===== src/rtl/sar_seq_pkg.sv =====
package sar_seq_pkg;
   typedef enum logic [1:0] {
      SEQ_SAMPLE = 2'd0,
      SEQ_COMP   = 2'd1,
      SEQ_SETTLE = 2'd2,
      SEQ_DONE   = 2'd3
   } seq_state_t;
endpackage


===== src/rtl/sar_settle_timer.sv =====
module sar_settle_timer #(
   parameter int SETTLE_CYC = 3
) (
   input  logic clk,
   input  logic rst_n,
   input  logic load_i,
   output logic expire_o
);
   localparam int TMR_W = $clog2(SETTLE_CYC + 1);

   if (SETTLE_CYC < 1) begin : g_bad_settle
      $error("SETTLE_CYC must be at least 1");
   end

   logic [TMR_W-1:0] remain_q;

   always_ff @(posedge clk or negedge rst_n) begin
      if (!rst_n)
         remain_q <= '0;
      else if (load_i)
         remain_q <= TMR_W'(SETTLE_CYC);
      else if (remain_q != '0)
         remain_q <= remain_q - TMR_W'(1);
   end

   assign expire_o = (remain_q == TMR_W'(1));

   // once the timer is armed it must run down, never reload by itself
   p_timer_runs_down_r4: assert property (@(posedge clk) disable iff (!rst_n)
      (!load_i && remain_q != '0) |=> (remain_q == $past(remain_q) - TMR_W'(1)));
endmodule


===== src/rtl/sar_therm_decode.sv =====
module sar_therm_decode #(
   parameter int MSB_BITS = 4
) (
   input  logic [MSB_BITS-1:0]          count_i,
   output logic [(1<<MSB_BITS)-2:0]     therm_o
);
   localparam int THERM_W = (1 << MSB_BITS) - 1;

   for (genvar i = 0; i < THERM_W; i++) begin : g_cell
      assign therm_o[i] = (count_i > MSB_BITS'(i));
   end
endmodule


===== src/rtl/sar_async_seq.sv =====
module sar_async_seq
   import sar_seq_pkg::*;
#(
   parameter int MSB_BITS   = 4,
   parameter int LSB_BITS   = 6,
   parameter int SETTLE_CYC = 3
) (
   input  logic                          clk,
   input  logic                          rst_n,
   input  logic                          start_i,
   input  logic                          cmp_dec_i,
   input  logic                          cmp_rdy_i,
   output logic                          sample_o,
   output logic                          cmp_en_o,
   output logic [(1<<MSB_BITS)-2:0]      therm_p_o,
   output logic [(1<<MSB_BITS)-2:0]      therm_n_o,
   output logic [LSB_BITS-2:0]           bin_p_o,
   output logic [LSB_BITS-2:0]           bin_n_o,
   output logic [MSB_BITS+LSB_BITS-1:0]  code_o,
   output logic                          done_o
);
   localparam int N_BITS  = MSB_BITS + LSB_BITS;
   localparam int THERM_W = (1 << MSB_BITS) - 1;
   localparam int BIN_W   = LSB_BITS - 1;
   localparam int IDX_W   = $clog2(N_BITS);

   if (MSB_BITS < 1 || MSB_BITS > 6) begin : g_bad_msb
      $error("MSB_BITS must lie in 1..6");
   end
   if (LSB_BITS < 2) begin : g_bad_lsb
      $error("LSB_BITS must be at least 2");
   end

   seq_state_t              state;
   logic [IDX_W-1:0]        bit_idx;
   logic [N_BITS-1:1]       work;
   logic [N_BITS-1:0]       code_q;
   logic [MSB_BITS-1:0]     cnt_p, cnt_n;
   logic [BIN_W-1:0]        bin_p_q, bin_n_q, bin_hit;
   logic [MSB_BITS-1:0]     msb_step;
   logic                    accept, last, in_msb, tmr_expire;

   assign accept = (state == SEQ_COMP) && cmp_rdy_i;
   assign last   = (bit_idx == '0);
   assign in_msb = (bit_idx >= IDX_W'(LSB_BITS));

   always_comb begin
      msb_step = '0;
      if (in_msb)
         msb_step = MSB_BITS'(1) << (bit_idx - IDX_W'(LSB_BITS));
   end

   for (genvar j = 0; j < BIN_W; j++) begin : g_bin_hit
      assign bin_hit[j] = accept && (bit_idx == IDX_W'(j + 1));
   end

   sar_settle_timer #(.SETTLE_CYC(SETTLE_CYC)) u_timer (
      .clk      (clk),
      .rst_n    (rst_n),
      .load_i   (accept && !last),
      .expire_o (tmr_expire)
   );

   always_ff @(posedge clk or negedge rst_n) begin
      if (!rst_n) begin
         state   <= SEQ_SAMPLE;
         bit_idx <= '0;
         work    <= '0;
         code_q  <= '0;
         cnt_p   <= '0;
         cnt_n   <= '0;
         bin_p_q <= '0;
         bin_n_q <= '0;
      end else begin
         case (state)
            SEQ_SAMPLE: begin
               if (start_i) begin
                  state   <= SEQ_COMP;
                  bit_idx <= IDX_W'(N_BITS - 1);
                  work    <= '0;
               end
            end
            SEQ_COMP: begin
               if (cmp_rdy_i) begin
                  if (last) begin
                     code_q <= {work, cmp_dec_i};
                     state  <= SEQ_DONE;
                  end else begin
                     work[bit_idx] <= cmp_dec_i;
                     bit_idx       <= bit_idx - IDX_W'(1);
                     state         <= SEQ_SETTLE;
                  end
                  if (in_msb) begin
                     if (cmp_dec_i) cnt_p <= cnt_p + msb_step;
                     else           cnt_n <= cnt_n + msb_step;
                  end
                  bin_p_q <= (bin_p_q & ~bin_hit) | (bin_hit & {BIN_W{cmp_dec_i}});
                  bin_n_q <= (bin_n_q & ~bin_hit) | (bin_hit & {BIN_W{~cmp_dec_i}});
               end
            end
            SEQ_SETTLE: begin
               if (tmr_expire) state <= SEQ_COMP;
            end
            SEQ_DONE: begin
               state   <= SEQ_SAMPLE;
               cnt_p   <= '0;
               cnt_n   <= '0;
               bin_p_q <= '0;
               bin_n_q <= '0;
            end
            default: state <= SEQ_SAMPLE;
         endcase
      end
   end

   sar_therm_decode #(.MSB_BITS(MSB_BITS)) u_dec_p (.count_i(cnt_p), .therm_o(therm_p_o));
   sar_therm_decode #(.MSB_BITS(MSB_BITS)) u_dec_n (.count_i(cnt_n), .therm_o(therm_n_o));

   assign sample_o = (state == SEQ_SAMPLE);
   assign cmp_en_o = (state == SEQ_COMP);
   assign done_o   = (state == SEQ_DONE);
   assign bin_p_o  = bin_p_q;
   assign bin_n_o  = bin_n_q;
   assign code_o   = code_q;

   // the first comparison after hold sees an unswitched DAC
   p_first_cmp_clean_r2: assert property (@(posedge clk) disable iff (!rst_n)
      ($rose(cmp_en_o) && $past(sample_o)) |->
         (therm_p_o == '0 && therm_n_o == '0 && bin_p_o == '0 && bin_n_o == '0));

   // an accepted decision always withdraws the comparator enable
   p_ack_drops_en_r3: assert property (@(posedge clk) disable iff (!rst_n)
      (cmp_en_o && cmp_rdy_i) |=> !cmp_en_o);

   // each side's thermometer vector is a run of ones from bit 0
   p_therm_contig_r5: assert property (@(posedge clk) disable iff (!rst_n)
      ((therm_p_o & (therm_p_o + THERM_W'(1))) == '0) &&
      ((therm_n_o & (therm_n_o + THERM_W'(1))) == '0));

   // at completion the P groups equal the upper code bits, and the rest sit on N
   p_therm_match_r5: assert property (@(posedge clk) disable iff (!rst_n)
      done_o |-> ($countones(therm_p_o) == int'(code_o[N_BITS-1:LSB_BITS]) &&
                  $countones(therm_n_o) == THERM_W - int'(code_o[N_BITS-1:LSB_BITS])));

   // no switching after the final decision, and done lasts one cycle
   p_lsb_no_switch_r7: assert property (@(posedge clk) disable iff (!rst_n)
      (accept && last) |=> (done_o && $stable(therm_p_o) && $stable(therm_n_o) &&
                            $stable(bin_p_o) && $stable(bin_n_o)));
   p_done_pulse_r7: assert property (@(posedge clk) disable iff (!rst_n)
      done_o |=> (!done_o && sample_o));

   // during settling nothing on the DAC moves
   p_settle_quiet_r9: assert property (@(posedge clk) disable iff (!rst_n)
      (!cmp_en_o && !sample_o && !done_o) |=>
         ($stable(therm_p_o) && $stable(therm_n_o) && $stable(bin_p_o) && $stable(bin_n_o)));
endmodule


===== config.mk =====
export PLATFORM = sky130hd
export DESIGN_NAME = sar_async_seq
export DESIGN_NICKNAME = d
export VERILOG_FILES = /design/src/rtl/sar_seq_pkg.sv /design/src/rtl/sar_settle_timer.sv /design/src/rtl/sar_therm_decode.sv /design/src/rtl/sar_async_seq.sv
export SDC_FILE = /design/constraint.sdc
export NUM_CORES = 1
export LEC_CHECK = 0
export ABC_AREA = 1
export BUFFER_PORTS_ARGS = -buffer_cell sky130_fd_sc_hd__clkbuf_2
export CELL_PAD_IN_SITES_DETAIL_PLACEMENT = 1
export CELL_PAD_IN_SITES_GLOBAL_PLACEMENT = 1
export CORE_MARGIN = 1
export CORE_UTILIZATION = 40
export CTS_BUF_LIST = sky130_fd_sc_hd__clkbuf_8
export DETAILED_ROUTE_END_ITERATION = 10
export GPL_TIMING_DRIVEN = 1
export MAX_ROUTING_LAYER = met4
export PLACE_DENSITY_LB_ADDON = 0.1
export SLEW_MARGIN = 20
export SYNTH_ARGS = -nofsm -noshare
export SYNTH_HDL_FRONTEND = slang
export SYNTH_SLANG_ARGS = --single-unit
export TNS_END_PERCENT = 5

===== constraint.sdc =====
create_clock -name clk -period 3.23 [get_ports clk]
set_clock_uncertainty 0.1 [all_clocks]
set_input_delay 0.8075 -clock clk [delete_from_list [all_inputs] [get_ports clk]]
set_output_delay 0.8075 -clock clk [all_outputs]
set_load 0.005 [all_outputs]

==> reports/qor.yml, run 1 <==
cts:
  cts_tree: "built"
  cts.sinks: 45
  root_buffer: "clkbuf_8"
  clockBufferDepth: 2
  cts_resized: 0
  cts_made_buffers: 5
  cts_hold_buf: 0
  cts_max_level: 2
  clk_latency_ns: 0.32
  cts_post_setup_buffers_inserted: 0
  path_clk_slew_ns: 0.09
setup_path:
  critPathKind: "flip-flop to output port"
  critPathSlowestCell: "dfrtp_1"
  critPathLaunchType: "flip-flop"
  crit_path_end_kind: "output port"
  critPathRequiredTime_ns: 2.32
  reg2reg_slack_ns: 0.67
  arrival_ns: 1.70
  slowest_delay_ns: 0.53
  worstPathCellList: "nand2_1, clkinv_1, clkbuf_2"
  cp_max_fo: 10
drt:
  routed_wl_mm: 7.043
  drt-wirelength-per-cell_um: 14.29
  final_antenna_net_count: 0
  vias_per_cell: 5.041
  first_pass_iters: 9
  drc: 4
  routed-via-count: 2485
  drt-initial-drc-count: 85
power_and_ir_drop:
  p_seq_frac: 0.331
  irDropWorstVdd_mv: 0.3346
  power_switching_w: 0.001218
  power-per-cell-area_nw_per_um2: 832.7
  power.internal_w: 0.001420
  pwr-share-clk: 0.174
  switching_share: 0.4616
  combPwrFrac: 0.495
  leakage_nw: 1.820
global_routing:
  grt_pass1_wl_mm: 12.32
  grt_max_degree: 30
  grt-ovfl-total: 0
  grt_use_total: 0.2248
  grt_antenna_before_repair: 0
  grt_pass1_vias: 2526
run:
  max_cap_violations: 0
sta:
  min_period_ns: 2.612
  rsz0062_at_grt: "no"
  final_hold_viol_count: 0
  slew_headroom: 0.6697
  fin_hold_ws_ns: 0.3113
  drv_slew: 0
  fmax_mhz: 382.8
  post-route-period-util: 0.8087
  fin_ws_ns: 0.6179
  setup_tns_ns: 0
  worstMarginPinSlew_ns: 0.4902
  setup_viol: 0
floorplan:
  dieWidth_um: 83.99
  rows: 29
  start_util: 0.4187
  io_pins: 58
  core_um2: 6422
  die_h_um: 83.99
  die_area_um2: 7054
synth:
  syn_inst: 356
  synth_seq_area_share: 0.4188
  synth_common_cells: "nand2_1 (129), dfrtp_1 (45), inv_1 (31)"
  yosys.area.top_type: "dfrtp_1"
  synthFlopType: "dfrtp_1"
  yosysMostFrequentCell: "nand2_1"
  ys_async_sr_fraction: 1.000
  synthTopCellsByArea: "dfrtp_1 (42%), nand2_1 (18%), ha_1 (7.4%), o21ai_0 (5.0%), inv_1 (4.3%)"
  synth_nets: 379
  avgSynthCellArea_um2: 7.553
  ys_seq_elements: 45
  syn_area_um2: 2689
  ys_warn_count: 0
  synth-edff-count: 0
  synthDistinctLibCells: 28
  synth_top_area_frac: 0.4188
placement:
  gp_congestion: 0.8799
  dp_slack_ns: 0.7600
  dp_hpwl_mm: 5.246
  port_buffers: 57
finish:
  area_delta_synth_final_pct: 17.82
  fill_cells: 839
  antenna_cells: 0
  nNetsFinal: 438
  layout-drive-gt1-share: 0.2043
outcome:
  status: "finished with violations"
  violations: "DRC"
min_path:
  hold_path.class: "primary input to asynchronous set/reset pin"
## per-stage QoR
stage | std cells | power, W | cell area [um2] | utilization
detailed placement | 485 | 0.002188 | 3052 | 0.4752
CTS | 493 | 0.002662 | 3168 | 0.4933
floorplan | 356 | 0.001727 | 2689 | -
global route | 493 | 0.002886 | 3168 | 0.4933
global placement | 485 | 0.002139 | 3052 | 0.4752
finish | 493 | 0.002638 | 3168 | 0.4933
## critical path: cells and delay by family, from the launching register on
family | cells | cell delay [ns]
buf+inv | 2 | 0.50
flops | 1 | 0.53
simple gates | 1 | 0.36
## registers in the layout, summed over array words and instances, names as in the netlist
signal / flops
cnt_p: 4
bin_n_o: 5
u_timer.remain_q: 2
state: 2
bin_p_o: 5
bit_idx: 4
work: 9
code_o: 10
cnt_n: 4
## power groups by stage
| stage | Combinational [W] | Sequential [W] | Clock [W] |
|---|---|---|---|
| final | 0.00131 | 0.000874 | 0.000458 |
| after global routing | 0.00150 | 0.000896 | 0.000487 |
| after CTS | 0.00132 | 0.000873 | 0.000467 |
| after detailed placement | 0.00131 | 0.000882 | 0 |
| after global placement | 0.00127 | 0.000870 | 0 |
| after floorplan | 0.000913 | 0.000814 | 0 |
## final cells by class
type / instances / area [um2] / share of cell area
timing repair buffer: 62 / 322.8 / 0.1019
clock inverter: 3 / 47.55 / 0.01501
sequential: 45 / 1126 / 0.3555
tap: 77 / 96.34 / 0.03041
clock buffer: 5 / 68.82 / 0.02172
multi-input combinational: 266 / 1373 / 0.4333
inverter: 35 / 133.9 / 0.04226
## path summary, 6_finish.rpt
path,start,to,cells after the start
worst max-delay path,state[0],done_o,3
worst min-delay path,rst_n,code_o[3],1
worst max register to register,bit_idx[1],cnt_p[3],11
worst min register to register,work[4],work[4],2
max in group asynchronous,rst_n,bin_n_o[1],2
min in group clk,work[4],work[4],2
## metal layers
layer  track usage  part of all wire
met1        0.2918              0.50
met4       0.06113             0.012
met5             -                 0
met2        0.3666              0.46
met3       0.03462             0.032
## cells by family (layout without fill, tap and decap cells)
logic type,count (synthesis),after routing,synth area share
adder cells (fa/ha/maj),18,18,0.08934
AND/OR/NAND/NOR,196,196,0.3118
flip-flops,45,45,0.4188
buffers and inverters,45,105,0.07073
AO/OA/AOI/OAI,47,47,0.09307
XOR/XNOR,5,5,0.01629
## cell usage in the layout (no fill, tap or decap)
cell type,n
or2_2,1
nand2_2,1
nor3_4,1
buf_4,5
a21oi_1,15
nand3_1,18
o31ai_1,1
fa_1,2
clkbuf_2,57
dfrtp_1,45
clkinv_1,2
nand4_1,4
inv_4,1
nand2_1,129
nand2_4,2
inv_1,31
nand3_2,4
inv_6,2
nor2_2,1
o21ai_0,27
inv_2,1
xor2_1,5
o22ai_1,1
ha_1,16
nor2_1,27
bufinv_16,1
nor3_1,8
o21ai_2,3
clkbuf_8,5
Note: power is estimated with default switching activity, not from simulation.
==> run 2: changes to the inputs <==
--- a/config.mk
+++ b/config.mk
@@ -10,7 +10,7 @@
 export CELL_PAD_IN_SITES_DETAIL_PLACEMENT = 1
 export CELL_PAD_IN_SITES_GLOBAL_PLACEMENT = 1
 export CORE_MARGIN = 1
-export CORE_UTILIZATION = 40
+export CORE_UTILIZATION = 37
 export CTS_BUF_LIST = sky130_fd_sc_hd__clkbuf_8
 export DETAILED_ROUTE_END_ITERATION = 10
 export GPL_TIMING_DRIVEN = 1
==> constraint.sdc (replaced) <==
create_clock -name clk -period 2.3 [get_ports clk]
set_clock_uncertainty 0.1 [all_clocks]
set_input_delay 0.575 -clock clk [delete_from_list [all_inputs] [get_ports clk]]
set_output_delay 0.575 -clock clk [all_outputs]
set_load 0.005 [all_outputs]
==> reports/qor.yml, run 2 (same netlist as run 1, synthesis figures left out) <==
finish:
  instances_no_fill: 523  # was 493
  final_common_cell: "nand2_1"  # unchanged
  nNetsFinal: 449  # was 438
  design_area_um2: 3321  # was 3168 um2
  final_util: 0.4808  # was 0.4933
  antenna_cells: 0  # unchanged
  final_cell_mix: "nand2_1 (128), clkbuf_2 (57), dfrtp_1 (44), inv_1 (31), o21ai_0 (26)"  # was nand2_1 (129), clkbuf_2 (57), dfrtp_1 (45), inv_1 (31)
  layout-drive-gt1-share: 0.2529  # was 0.2043
  largest_register_ff_count: 10  # unchanged
  area_delta_synth_final_pct: 23.50  # was 17.82%
drt:
  drc: 0  # was 4
  routed_wl_mm: 7.311  # was 7.043 mm
  drt-wirelength-per-cell_um: 13.98  # was 14.29 um
  vias_per_cell: 4.876  # was 5.041
  drt-initial-drc-count: 99  # was 85
  first_pass_iters: 4  # was 9
  final_antenna_net_count: 0  # unchanged
  routed-via-count: 2550  # was 2485
power_and_ir_drop:
  power-per-cell-area_nw_per_um2: 1136  # was 832.7 nW/um2
  leakage_nw: 1.861  # was 1.820 nW
  irDropWorstVdd_mv: 0.3411  # was 0.3346 mV
setup_path:
  arrival_ns: 2.35  # was 1.70 ns
  critPathTopFamily: "simple AND/OR/NAND/NOR gates"  # was flip-flops
  slowest_delay_ns: 0.47  # was 0.53 ns
  critPathLaunchType: "flip-flop"  # unchanged
  crit_path_end_kind: "flip-flop"  # was output port
  cpMostUsedCell: "nand2_1"
  critPathKind: "flip-flop to flip-flop"  # was flip-flop to output port
  cp_max_fo: 5  # was 10
  critPathSlowestCell: "dfrtp_1"  # unchanged
  path_buf_inv: 0  # was 2
  critPathRequiredTime_ns: 2.40  # was 2.32 ns
  reg2reg_slack_ns: 0.06  # was 0.67 ns
  worstPathCellList: "ha_4, xor2_2, nand2_1, nor3_2, ha_1, a21oi_1, nand3_1, nand2_1, nand2_1, nand3_1, nand2_1"  # was nand2_1, clkinv_1, clkbuf_2
floorplan:
  die_area_um2: 7612  # was 7054 um2
  rows: 30  # was 29
  dieWidth_um: 87.25  # was 83.99 um
  die_h_um: 87.25  # was 83.99 um
  start_util: 0.3893  # was 0.4187
  core_um2: 6907  # was 6422 um2
  io_pins: 58  # unchanged
cts:
  cts.sinks: 45  # unchanged
  clk_latency_ns: 0.31  # was 0.32 ns
  cts_tree: "built"  # unchanged
  clockBufferDepth: 2  # unchanged
  root_buffer: "clkbuf_8"  # unchanged
  path_clk_slew_ns: 0.09  # about the same
  cts_max_level: 2  # unchanged
  cts_made_buffers: 5  # unchanged
global_routing:
  grt_use_total: 0.2173  # was 0.2248
  grt_antenna_before_repair: 0  # unchanged
  busiest_layer: "met2"  # unchanged
  grt_max_degree: 46  # was 30
  grt_pass1_vias: 2524  # was 2526
  use_met2: 0.3480  # was 0.3666
  grt_pass1_wl_mm: 12.29  # was 12.32 mm
  grt_use_met3: 0.04550  # was 0.03462
  grtUsageMet1: 0.2796  # was 0.2918
  grt-ovfl-total: 0  # unchanged
placement:
  port_buffers: 57  # unchanged
  dp_slack_ns: -0.1595  # was 0.7600 ns
  placed_area_um2: 3156  # was 3052 um2
  dp.cells: 513  # was 485
  gp_congestion: 0.8136  # was 0.8799
  dp_hpwl_mm: 5.443  # was 5.246 mm
run:
  max_cap_violations: 0  # unchanged
sta:
  slew_headroom: 0.6104  # was 0.6697
  setup_viol: 0  # unchanged
  fin_ws_ns: 0.05641  # was 0.6179 ns
  setup_tns_ns: 0  # unchanged
  worstMarginPinSlew_ns: 0.5844  # was 0.4902 ns
  min_period_ns: 2.244
  fmax_mhz: 445.7
  final_hold_viol_count: 0  # unchanged
  post-route-period-util: 0.9755
  drv_slew: 0  # unchanged
outcome:
  status: "finished, final reports clean"  # was finished with violations
min_path:
  hold_path.class: "primary input to asynchronous set/reset pin"  # unchanged
## run 2: area by class of cell
class	instances	area [um2]
fillers	923	3586
inverters	35	133.9
multi-input cells	266	1435
flip-flops and latches	45	1127
clock buffers	5	68.82
well taps	96	120.1
repair buffers	73	417.9
clock inverters	3	17.52
## run 2: where the power goes
group / total (W) / internal [W] / switching (W)
Combinational: 0.00207 / 0.000809 / 0.00126
Sequential: 0.00119 / 0.000989 / 0.000206
Clock: 0.000513 / 0.000210 / 0.000302
Total: 0.00377 / 0.00201 / 0.00177
## run 2: path summary, 6_finish.rpt
check / from / cells past startpoint / endpoint
max in group asynchronous: rst_n / 2 / bit_idx[2]
min in group clk: work[2] / 2 / work[2]
setup reg to reg: bit_idx[1] / 11 / cnt_p[3]
hold reg to reg: work[2] / 2 / work[2]
hold / removal: rst_n / 2 / code_o[5]
setup / recovery: bit_idx[1] / 11 / cnt_p[3]
## run 2: per-layer routing
metal  vias up  routed length, um
met5         -                  0
met4         0                 88
met3        12                254
met2        42               3496
met1      1226               3472
li1       1270                  -
## run 2: timing repair
item                                    4_1_cts  5_1_grt
endpoints found under the hold margin         0        0
pin swaps                                     0        2
endpoints found under the setup margin        4        6
cloned                                        0        0
buffers inserted                              0        2
gates resized for setup                       3       12
hold buffers                                  0        0
## run 2: stage by stage
stage               power (W)  hold WS, ns
finish               0.003774       0.2460
global route         0.004140       0.2942
CTS                  0.003739       0.2720
detailed placement   0.003210       0.3583
global placement     0.003125       0.3568
floorplan            0.002425       0.1794
